==> src/rtl/lock_pkg.sv <==
package lock_pkg;

  // Matched-length states; the code value equals the number of digits matched.
  typedef enum logic [2:0] {
    ST_IDLE = 3'd0,
    ST_M1   = 3'd1,
    ST_M2   = 3'd2,
    ST_M3   = 3'd3,
    ST_M4   = 3'd4,
    ST_OPEN = 3'd5
  } lockState_t;

  // Strobes handed from the button front end to the sequence control.
  typedef struct packed {
    logic clearHit;  // synchronized clear level
    logic zeroHit;   // one-cycle event, digit 0 pressed
    logic oneHit;    // one-cycle event, digit 1 pressed
  } strobes_t;

  localparam int BTN_COUNT = 3;
  localparam int BTN_CLEAR = 0;
  localparam int BTN_ZERO  = 1;
  localparam int BTN_ONE   = 2;

endpackage

==> src/rtl/lock_btn_front.sv <==
module lock_btn_front
  import lock_pkg::*;
#(
  parameter int SYNC_STAGES = 2
) (
  input  logic     clk,
  input  logic     rawClear,
  input  logic     rawZero,
  input  logic     rawOne,
  output strobes_t strobes
);

  localparam int LAST = SYNC_STAGES - 1;

  logic [BTN_COUNT-1:0] rawVec;
  logic [BTN_COUNT-1:0] levelVec;
  logic [BTN_COUNT-1:0] pulseVec;

  assign rawVec[BTN_CLEAR] = rawClear;
  assign rawVec[BTN_ZERO]  = rawZero;
  assign rawVec[BTN_ONE]   = rawOne;

  for (genvar g = 0; g < BTN_COUNT; g++) begin : g_btn
    logic [LAST:0] chain;
    logic          prevLevel;

    if (SYNC_STAGES > 1) begin : g_multi
      always_ff @(posedge clk) chain <= {chain[LAST-1:0], rawVec[g]};
    end else begin : g_single
      always_ff @(posedge clk) chain <= rawVec[g];
    end

    always_ff @(posedge clk) prevLevel <= chain[LAST];

    assign levelVec[g] = chain[LAST];
    assign pulseVec[g] = chain[LAST] & ~prevLevel;
  end

  // Clear acts as a level; the digits act as edges.
  assign strobes.clearHit = levelVec[BTN_CLEAR];
  assign strobes.zeroHit  = pulseVec[BTN_ZERO];
  assign strobes.oneHit   = pulseVec[BTN_ONE];

  logic unusedPulse;
  assign unusedPulse = pulseVec[BTN_CLEAR] ^ levelVec[BTN_ZERO] ^ levelVec[BTN_ONE];

endmodule

==> src/rtl/lock_seq_ctrl.sv <==
module lock_seq_ctrl
  import lock_pkg::*;
(
  input  logic       clk,
  input  strobes_t   strobes,
  output lockState_t curState,
  output logic       unlock
);

  lockState_t nextState;
  logic       digitValid;
  logic       digitOne;

  assign digitValid = strobes.zeroHit ^ strobes.oneHit;
  assign digitOne   = strobes.oneHit;

  always_comb begin
    nextState = curState;
    if (strobes.clearHit) begin
      nextState = ST_IDLE;
    end else begin
      case (curState)
        ST_IDLE: if (digitValid) nextState = digitOne ? ST_IDLE : ST_M1;
        ST_M1:   if (digitValid) nextState = digitOne ? ST_M2   : ST_M1;
        ST_M2:   if (digitValid) nextState = digitOne ? ST_IDLE : ST_M3;
        ST_M3:   if (digitValid) nextState = digitOne ? ST_M4   : ST_M1;
        ST_M4:   if (digitValid) nextState = digitOne ? ST_OPEN : ST_M3;
        ST_OPEN: if (digitValid) nextState = digitOne ? ST_IDLE : ST_M1;
        default: nextState = ST_IDLE;  // codes 6 and 7 recover at once
      endcase
    end
  end

  always_ff @(posedge clk) curState <= nextState;

  assign unlock = (curState == ST_OPEN);

endmodule

==> src/rtl/keypad_seq_lock.sv <==
module keypad_seq_lock
  import lock_pkg::*;
#(
  parameter int SYNC_STAGES = 2
) (
  input  logic clk,
  input  logic rawClear,
  input  logic rawZero,
  input  logic rawOne,
  output logic unlock
);

  strobes_t   strobes;
  lockState_t curState;

  lock_btn_front #(.SYNC_STAGES(SYNC_STAGES)) front_i (
    .clk      (clk),
    .rawClear (rawClear),
    .rawZero  (rawZero),
    .rawOne   (rawOne),
    .strobes  (strobes)
  );

  lock_seq_ctrl ctrl_i (
    .clk      (clk),
    .strobes  (strobes),
    .curState (curState),
    .unlock   (unlock)
  );

endmodule

==> config.mk <==
export PLATFORM = sky130hd
export DESIGN_NAME = keypad_seq_lock
export DESIGN_NICKNAME = d
export VERILOG_FILES = /design/src/rtl/lock_pkg.sv /design/src/rtl/lock_btn_front.sv /design/src/rtl/lock_seq_ctrl.sv /design/src/rtl/keypad_seq_lock.sv
export SDC_FILE = /design/constraint.sdc
export NUM_CORES = 1
export LEC_CHECK = 0
export BUFFER_PORTS_ARGS = -buffer_cell sky130_fd_sc_hd__buf_2
export CORE_MARGIN = 5
export CORE_UTILIZATION = 25
export CTS_BUF_LIST = sky130_fd_sc_hd__clkbuf_2
export DETAILED_ROUTE_END_ITERATION = 16
export SYNTH_ARGS = -nofsm -noshare
export SYNTH_HDL_FRONTEND = slang
export SYNTH_SLANG_ARGS = --single-unit
==> constraint.sdc <==
create_clock -name clk -period 0.95 [get_ports clk]
set_input_delay 0.19 -clock clk [delete_from_list [all_inputs] [get_ports clk]]
set_output_delay 0.19 -clock clk [all_outputs]
set_load 0.005 [all_outputs]
==> flow_summary.yaml <==
pwr:
  sw_frac_of_total_pct: 24.76
  p_int_uw: 626.3
  p_leak_uw: 0.0002328
  power_frac_seq_pct: 60.2
  ir_worst_vdd_mv: 0.9337
  switchingPower_uw: 206.1
  p_per_area_mw_per_mm2: 1495
  power_frac_comb_pct: 9.3
  finalPower_uw: 832.3
  clkPwrFrac_pct: 30.5
sta:
  hold_violations: 0
  maxClockFrequency_mhz: 800.2
  relSlewSlack_pct: 83.06
  finalWorstSetupSlack_ns: -0.2997
  tns_ns: -0.7630
  finalCritPeriodShare_pct: 131.5
  worst_pin_slew_ns: 0.2526
  drv_slew: 0
  fin_crit_ns: 1.250
  timing.clock.skew_ns: 0.008470
  rsz0062_at_grt: "true"
  setup_viol: 4
worst_setup_path:
  rr_startpoint: "ctrl_i.curState[1]$_SDFFE_PP0P_"
  crit_arrival_ns: 1.06
  critPathCaptureType: "output port"
  critPathLaunchType: "flop"
  r2r_setup_slack_ns: -0.24
  crit_path_max_fanout: 2
  r2r-end: "ctrl_i.curState[1]$_SDFFE_PP0P_"
  crit_type: "reg -> out"
  r2r_cells: 6
  cp_data_required_time_ns: 0.76
clocking:
  insertion_delay_ns: 0.26
  cts_buffers: 3
  clk_pin_slew_ns: 0.11
  clk_path_buf_depth: 2
  clockRootBuffer: "clkbuf_2"
  clock-sinks: 11
  cts_tree: "yes"
  h-tree-depth: 1
routing:
  ant_nets: 0
  num_vias: 297
  vias_per_cell: 4.500
  drt-pass1-iter-count: 2
  first_iter_violations: 3
  wire_per_inst_um: 10.83
  wl_um: 715
  drc: 0
synth:
  ys_ff_latch: 11
  seq_area_frac_synth_pct: 56.59
  synth_top_family_by_area: "simple AND/OR/NAND/NOR gates"
  synth_top_area_share_pct: 56.59
  yosys.area.top_type: "dfxtp_1"
  syn_inst: 34
  synthTopCellsByArea: "dfxtp_1 (57%), o32ai_2 (4.2%), a211oi_1 (3.9%), nor2b_4 (3.5%), nand2b_1 (3.2%)"
  synth_nets: 38
  synth_fa_ha_area_share_pct: 0
  avgSynthCellArea_um2: 11.44
  synth_compound_area_share_pct: 16.08
  synth_cell_types: 21
  ys_warn_count: 0
  muxShareOfSynthArea_pct: 0
  yosys.area_share.simple_pct: 24.12
  synthXorXnorAreaFrac_pct: 2.251
  syn-cell-area_um2: 389.1
final_layout:
  fin_nets: 55
  layout-drive-gt1-share_pct: 44.00
  area_growth_pct: 43.09
  design_area_um2: 556.8
  layout_common_cells: "dfxtp_1 (9), buf_2 (4), clkbuf_2 (3), dlygate4sd3_1 (3), buf_4 (3)"
  finalNonFillerCells: 66
  diodes: 0
  layout_commonest_cell: "dfxtp_1"
hold_path:
  whs_endpoint: "front_i.g_btn[2].chain[1]$_DFF_P_"
  min-delay-start: "front_i.g_btn[2].chain[0]$_DFF_P_"
  holdPathStages: 0
  hold_path.class: "reg -> reg"
global_route:
  grt_start_max_net_pins: 8
  grt_pass1_wl_um: 1221
  antenna_found_initial: 0
  overflow: 0
  grt_pass1_vias: 296
  grt_use_total_pct: 6.907
floorplan:
  io-pin-count: 5
  initial_core_util_pct: 26.13
  core_area_mm2: 0.001489
  rows: 14
  die_w_um: 49.45
  die_height_um: 49.45
  die_area_mm2: 0.002445
run_status:
  violations: "negative setup slack"
  status: "finished, violations left"
placed_design:
  dp_hpwl_um: 428.4
  io_buffers: 4
  placed_cell_area_um2: 444.2
  dp_slack_ns: -0.05690
  place_inst: 56
  gp_congestion: 0.8541
run:
  drv_cap: 0
==> critical path, cell delays in order (launching register included) <==
cell	delay, ns
dfxtp_2	0.35
and2b_2	0.21
and2_1	0.12
buf_2	0.12
==> sequential cells by signal (all words and copies together), names as in the netlist <==
signal                   flops
ctrl_i.curState              3
front_i.g_btn.chain          6
front_i.g_btn.prevLevel      2
==> stage by stage <==
stage	hold slack, ns	utilization, %
6_report	0.3368	37.40
5_1_grt	0.3574	37.40
4_1_cts	0.001235	34.12
3_5_place_dp	0.2936	29.83
3_3_place_gp	0.2921	29.83
2_1_floorplan	0.2177	-
==> cell type report <==
| class | instances | area (um^2) |
|---|---|---|
| tap | 16 | 20.02 |
| multi-input combinational | 22 | 195.2 |
| clock buffer | 3 | 15.01 |
| clock inverter | 1 | 5.005 |
| inverter | 1 | 3.754 |
| sequential | 11 | 222.7 |
| timing repair buffer | 12 | 95.09 |
| fill | 142 | 932.1 |
==> Yosys cell counts <==
master,instances
dfxtp_1,11
a211oi_1,2
a21oi_1,2
nand2b_1,2
a21o_1,1
a31oi_1,1
and2_1,1
and2b_1,1
inv_1,1
nand3_1,1
nand4_1,1
nor2_1,1
nor2b_1,1
nor2b_2,1
nor2b_4,1
nor4bb_1,1
o211ai_1,1
o32ai_2,1
or2b_1,1
or3_1,1
xnor2_1,1
==> worst max path at each step <==
stage,startpoint,to,slack [ns],cells after the start
after global routing,ctrl_i.curState[1]$_SDFFE_PP0P_,unlock,-0.36,3
final,ctrl_i.curState[1]$_SDFFE_PP0P_,unlock,-0.30,3
after CTS,ctrl_i.curState[1]$_SDFFE_PP0P_,unlock,-0.31,3
after detailed placement,ctrl_i.curState[1]$_SDFFE_PP0P_,unlock,-0.06,3
after floorplan,front_i.g_btn[1].chain[1]$_DFF_P_,ctrl_i.curState[1]$_SDFFE_PP0P_,0.02,3
after global placement,front_i.g_btn[2].chain[1]$_DFF_P_,ctrl_i.curState[1]$_SDFFE_PP0P_,-0.03,3
==> layer usage <==
| metal | vias to the layer above | GRT usage [%] | wire (um) | share of wire [%] |
|---|---|---|---|---|
| li1 | 153 | - | - | - |
| met5 | - | 0 | 0 | 0 |
| met1 | 131 | 7.807 | 334 | 47 |
| met4 | 0 | 4.803 | 8 | 1.1 |
| met3 | 2 | 5.422 | 57 | 8.0 |
| met2 | 11 | 8.584 | 315 | 44 |
==> logic make-up (layout without fill, tap and decap cells) <==
group           after synthesis  in the layout
simple gates                 13             13
compound gates                8              8
xor+xnor                      1              1
flops                        11             11
buf+inv                       1             17
==> power by group through the flow <==
stage,Clock [uW],Sequential [uW],Combinational [uW]
after global placement,0,508,50.3
final,253,501,77.4
after floorplan,0,505,38.4
after detailed placement,0,509,50.9
after CTS,273,500,61.7
after global routing,297,506,84.1
==> repair_timing <==
item | in CTS | in global routing
pin swaps | 5 | 0
hold endpoints to repair | 0 | 3
cloned | 0 | 0
endpoints found under the setup margin | 4 | 4
setup buffers | 3 | 0
hold buffers | 0 | 3
resized for setup | 7 | 3
No activity file was read; power rests on OpenSTA's default activity.
